==> src/rtl/pt_walker.sv <==
module pt_walker #(
  parameter int VA_W  = 32,
  parameter int OFF_W = 10,
  parameter int P2_W  = 10,
  parameter int PA_W  = 32
) (
  input  logic                    clk,
  input  logic                    rst_n,
  input  logic                    req_valid,
  output logic                    req_ready,
  input  logic [VA_W-1:0]         req_vaddr,
  input  logic [1:0]              req_kind,
  input  logic [PA_W-1:0]         pt_base,
  input  logic [VA_W-OFF_W-P2_W:0] pt_len,
  output logic                    mem_rd_valid,
  input  logic                    mem_rd_ready,
  output logic [PA_W-1:0]         mem_rd_addr,
  input  logic                    mem_rsp_valid,
  input  logic [PA_W-1:0]         mem_rsp_data,
  output logic                    done,
  output logic                    fault,
  output logic [PA_W-1:0]         paddr,
  output logic [2:0]              fault_code
);
  localparam int P1_W  = VA_W - OFF_W - P2_W;
  localparam int FRM_W = PA_W - OFF_W;
  localparam logic [2:0] FC_NONE = 3'd0, FC_LEN = 3'd1, FC_DIR = 3'd2,
                         FC_LEAF = 3'd3, FC_PROT = 3'd4;

  typedef enum logic [2:0] {S_IDLE, S_OUTER, S_INNER, S_DONE, S_FAULT} st_t;

  st_t              st;
  logic [VA_W-1:0]  va_q;
  logic [1:0]       kind_q;
  logic [PA_W-1:0]  base_q;
  logic [FRM_W-1:0] tbl_q;
  logic             issued;
  logic [PA_W-1:0]  pa_q;
  logic [2:0]       fc_q;

  wire [P1_W-1:0] req_p1 = req_vaddr[VA_W-1 -: P1_W];
  wire [P1_W-1:0] p1     = va_q[VA_W-1 -: P1_W];
  wire [P2_W-1:0] p2     = va_q[OFF_W +: P2_W];

  wire [PA_W-1:0] dir_addr  = base_q + PA_W'({p1, 2'b00});
  wire [PA_W-1:0] leaf_addr = {tbl_q, {OFF_W{1'b0}}} + PA_W'({p2, 2'b00});

  wire e_valid = mem_rsp_data[0];
  wire e_wr    = mem_rsp_data[1];
  wire e_ex    = mem_rsp_data[2];
  wire e_xo    = mem_rsp_data[3];
  wire is_wr   = (kind_q == 2'd1);
  wire is_ex   = (kind_q == 2'd2);
  wire prot_bad = (is_wr && !e_wr) || (is_ex && !e_ex) || (e_xo && !is_ex);

  wire rsp_in = issued && mem_rsp_valid;
  wire rd_hs  = mem_rd_valid && mem_rd_ready;

  assign req_ready    = (st == S_IDLE);
  assign mem_rd_valid = ((st == S_OUTER) || (st == S_INNER)) && !issued;
  assign mem_rd_addr  = (st == S_INNER) ? leaf_addr : dir_addr;
  assign done         = (st == S_DONE);
  assign fault        = (st == S_FAULT);
  assign paddr        = pa_q;
  assign fault_code   = fc_q;

  always_ff @(posedge clk) begin
    if (!rst_n) begin
      st     <= S_IDLE;
      va_q   <= '0;
      kind_q <= '0;
      base_q <= '0;
      tbl_q  <= '0;
      issued <= 1'b0;
      pa_q   <= '0;
      fc_q   <= FC_NONE;
    end else begin
      case (st)
        S_IDLE: if (req_valid) begin
          va_q   <= req_vaddr;
          kind_q <= req_kind;
          base_q <= pt_base;
          issued <= 1'b0;
          pa_q   <= '0;
          if ({1'b0, req_p1} >= pt_len) begin
            fc_q <= FC_LEN;
            st   <= S_FAULT;
          end else begin
            fc_q <= FC_NONE;
            st   <= S_OUTER;
          end
        end
        S_OUTER: begin
          if (rd_hs) issued <= 1'b1;
          if (rsp_in) begin
            issued <= 1'b0;
            if (!e_valid) begin
              fc_q <= FC_DIR;
              st   <= S_FAULT;
            end else begin
              tbl_q <= mem_rsp_data[PA_W-1:OFF_W];
              st    <= S_INNER;
            end
          end
        end
        S_INNER: begin
          if (rd_hs) issued <= 1'b1;
          if (rsp_in) begin
            issued <= 1'b0;
            if (!e_valid) begin
              fc_q <= FC_LEAF;
              st   <= S_FAULT;
            end else if (prot_bad) begin
              fc_q <= FC_PROT;
              st   <= S_FAULT;
            end else begin
              pa_q <= {mem_rsp_data[PA_W-1:OFF_W], va_q[OFF_W-1:0]};
              st   <= S_DONE;
            end
          end
        end
        default: st <= S_IDLE;
      endcase
    end
  end


  rd_hold_chk: assert property (@(posedge clk) disable iff (!rst_n)
    mem_rd_valid && !mem_rd_ready |=> mem_rd_valid && $stable(mem_rd_addr));


  pulse_excl_chk: assert property (@(posedge clk) disable iff (!rst_n)
    !(done && fault));


  busy_after_accept_chk: assert property (@(posedge clk) disable iff (!rst_n)
    req_valid && req_ready |=> !req_ready);


  pulse_end_chk: assert property (@(posedge clk) disable iff (!rst_n)
    (done || fault) |=> !done && !fault && req_ready);


  len_fault_chk: assert property (@(posedge clk) disable iff (!rst_n)
    req_valid && req_ready && ({1'b0, req_p1} >= pt_len)
      |=> fault && (fault_code == 3'd1) && !mem_rd_valid);


  done_code_chk: assert property (@(posedge clk) disable iff (!rst_n)
    done |-> fault_code == 3'd0);
endmodule

==> config.mk <==
export PLATFORM = sky130hd
export DESIGN_NAME = pt_walker
export DESIGN_NICKNAME = d
export VERILOG_FILES = /design/src/rtl/pt_walker.sv
export SDC_FILE = /design/constraint.sdc
export NUM_CORES = 1
export LEC_CHECK = 0
export ABC_CLOCK_PERIOD_IN_PS = 2700
export CAP_MARGIN = 30
export CORE_UTILIZATION = 30
export DETAILED_ROUTE_END_ITERATION = 10
export PLACE_DENSITY = 0.57
export SETUP_SLACK_MARGIN = 0.5
export SYNTH_ARGS = -nofsm -noshare
export SYNTH_HDL_FRONTEND = slang
export SYNTH_SLANG_ARGS = --single-unit
==> constraint.sdc <==
create_clock -name clk -period 2.7 [get_ports clk]
set_input_delay 0.54 -clock clk [delete_from_list [all_inputs] [get_ports clk]]
set_output_delay 0.54 -clock clk [all_outputs]
set_load 0.03 [all_outputs]
==> impl_metrics.json <==
{
  "synth_cells": 896,
  "areaGrowthSynthToFinish_pct": 56.3,
  "netlist_area_mm2": 0.00696,
  "gp_congestion": 0.837,
  "ys_types": 63,
  "synthesis.nets": 1040,
  "finalCritPeriodShare_pct": 119,
  "drc_errors": 0,
  "grt_pass1_wl_um": 36200,
  "grt_overflow_total": 0,
  "layout-drive-gt1-share_pct": 23.0,
  "yosysWarningCount": 0,
  "r2r-end": "base_q[23]$_SDFFE_PN0P_",
  "cp_max_fo": 4,
  "dieHeight_um": 154,
  "timing.final.ws_setup_ns": -0.500,
  "worst_hold_path.num_cells": 3,
  "dr.pass1.iters": 4,
  "period_minus_slack_ns": 3.20,
  "pwr-share-comb_pct": 27.3,
  "power_mw": 6.06,
  "ys_ff_latch": 127,
  "start_util_pct": 30.6,
  "detail_route.vias_per_cell": 4.92,
  "critPathRequiredTime_ns": 2.16,
  "fin_skew_ns": 0.0130,
  "sw_frac_of_total_pct": 31.3,
  "num-nets-final": 1252,
  "r2r_start": "st[2]$_SDFFE_PN0P_",
  "critPathKind": "reg -> out",
  "intPower_mw": 4.16,
  "cp_data_arrival_time_ns": 2.66,
  "ios": 187,
  "avgRoutedWirePerCell_um": 16.0,
  "dp_hpwl_um": 15500,
  "power.switching_mw": 1.90,
  "holdWs_ns": 0.410,
  "avgSynthCellArea_um2": 7.77,
  "clk_latency_ns": 0.43,
  "layout_common_cells": "nand2_1 (252), clkdlybuf4s50_1 (142), dfxtp_1 (114)",
  "yosysSeqAreaShare_pct": 36.5,
  "hold_viol_final": 0,
  "max_cap_viol_count": 0,
  "rsz0062_at_grt": "true",
  "whs_endpoint": "va_q[20]$_SDFFE_PN0P_",
  "hold_path.class": "in -> reg",
  "track_usage_pct": 19.4,
  "fp.dieW_um": 154,
  "r2r_slack_ns": 0.67,
  "critical_path.startpoint_type": "flip-flop",
  "relSlewSlack_pct": 49.0,
  "end_kind": "primary output",
  "grt_start_max_net_pins": 108,
  "root_buffer": "clkbuf_16",
  "max_freq_mhz": 313,
  "status": "finished with violations",
  "slew_violations": 0,
  "cts_tree": "built",
  "final_common_cell": "nand2_1",
  "ys.flop_type": "dfxtp_1",
  "p_clk_share_pct": 38.0,
  "cts_made_buffers": 17,
  "core-area_mm2": 0.0227,
  "rows": 55,
  "p_seq_share_pct": 34.7,
  "setup_viol": 26,
  "drt_iter0_drc": 298,
  "clkTransAtPathRegs_ns": 0.06,
  "grt_pass1_vias": 6745,
  "ff2ff_path_depth": 7,
  "worstHoldStart": "req_vaddr[20]",
  "wirelength_um": 22500,
  "power_density_mw_per_mm2": 557,
  "violations": "negative setup slack",
  "cts_hold_buf": 0,
  "async_flop_share_pct": 0,
  "cts_num_sinks": 127,
  "diodes": 0,
  "leakagePower_nw": 4.05,
  "grt_antenna_before_repair": 0,
  "num_vias": 6924,
  "die_area_mm2": 0.0238,
  "clock_path_buffers": 2,
  "tightestPinTransition_ns": 0.764,
  "io_buffers": 180,
  "h-tree-depth": 4,
  "synth_edf_count": 0,
  "drtAntennaViolNets": 0,
  "ir_worst_vdd_v": 0.000328
}
==> critical path, stage by stage, from the launching register on <==
cell and delay [ns]:
dfxtp_2 0.33, ha_4 0.16, fa_2 0.38, a21oi_4 0.15
o2111ai_2 0.15, nand4_1 0.23, buf_4 0.17, a21oi_2 0.06
xnor2_2 0.15, a21oi_2 0.28, buf_12 0.16
==> Yosys cell counts (all sizes together), types with 3 or more instances <==
library cell  instances  area share, %
xnor2                30            3.8
a21oi                47            3.5
ha                   26            4.7
nor3b                 3           0.40
buf                  18            1.4
nor2                 32            1.7
nand2b                8           0.72
clkbuf               37            2.0
a211oi               11            1.3
nor3                  7           0.58
xor2                 13            1.6
inv                  28            1.5
and2                  4           0.36
a211o                 3           0.41
o21ai                30            2.2
nor4                  4           0.54
nand2               257             14
and3                  4           0.36
nand4                43            4.0
nand3                18            1.3
a21o                  7           0.76
nor2b                 4           0.36
dfxtp               127             37
a21boi              101             11
a31oi                 4           0.36
==> kinds of logic (layout without fill, tap and decap cells) <==
logic type / count (synthesis) / in the layout / share of synthesized area [%]
multiplexers: 2 / 2 / 0.288
flip-flops: 127 / 127 / 36.5
adder cells (fa/ha/maj): 28 / 28 / 5.25
buffers and inverters: 83 / 307 / 4.91
AND/OR/NAND/NOR: 393 / 393 / 25.4
AO/OA/AOI/OAI: 220 / 221 / 22.2
XOR/XNOR: 43 / 43 / 5.41
==> flip-flops by register name, summed over array words and instances (netlist names) <==
signal / flops
va_q: 32
kind_q: 2
st: 3
tbl_q: 22
base_q: 32
fault_code: 3
paddr: 32
issued: 1
==> layer usage <==
layer	GRT usage [%]	up-vias	part of all wire, %
met1	25.5	3254	47
met2	31.7	156	47
met5	0	-	0
met3	5.04	18	5.2
li1	-	3496	-
met4	4.29	0	1.1
==> power by group through the flow <==
| stage | registers (mW) | logic [mW] | clock network (mW) |
|---|---|---|---|
| after floorplan | 2.11 | 0.843 | 0 |
| after global placement | 2.13 | 1.54 | 0 |
| after detailed placement | 2.13 | 1.55 | 0 |
| after CTS | 2.10 | 1.63 | 2.35 |
| after global routing | 2.12 | 1.79 | 2.45 |
| final | 2.10 | 1.65 | 2.30 |
==> metrics by stage <==
| step | TNS [ns] | std cells | cell area (um2) | util, % | setup WS (ns) |
|---|---|---|---|---|---|
| after global placement | -0.162 | 1355 | 9680 | 42.6 | -0.0458 |
| after global routing | -11.73 | 1406 | 10900 | 47.9 | -0.616 |
| after detailed placement | -0.377 | 1355 | 9680 | 42.6 | -0.0662 |
| after floorplan | 0 | 896 | 7210 | - | 0.161 |
| final | -8.88 | 1406 | 10900 | 47.9 | -0.500 |
| after CTS | -9.56 | 1398 | 10700 | 46.9 | -0.497 |
==> final cells by class <==
class / instances / area, um2
Timing Repair Buffer: 247 / 2600
Fill cell: 2215 / 11800
Clock inverter: 13 / 139
Inverter: 28 / 105
Tap cell: 285 / 357
Multi-Input combinational cell: 687 / 4660
Clock buffer: 19 / 453
Sequential cell: 127 / 2560
==> how the worst max path moves through the flow <==
stage,start,endpoint,depth (start not counted)
global route,base_q[2]$_SDFFE_PN0P_,mem_rd_addr[30],10
finish,va_q[20]$_SDFFE_PN0P_,mem_rd_addr[30],10
CTS,base_q[2]$_SDFFE_PN0P_,mem_rd_addr[18],10
global placement,base_q[2]$_SDFFE_PN0P_,mem_rd_addr[24],9
detailed placement,base_q[2]$_SDFFE_PN0P_,mem_rd_addr[24],9
floorplan,base_q[2]$_SDFFE_PN0P_,mem_rd_addr[24],8
==> what timing repair did <==
action                                  4_1_cts  5_1_grt
endpoints found under the setup margin       37       37
pin swaps                                    36       29
resized for setup                            78       44
buffers inserted                              8        8
gates cloned                                  3        0
No activity file was read; power rests on OpenSTA's default activity.
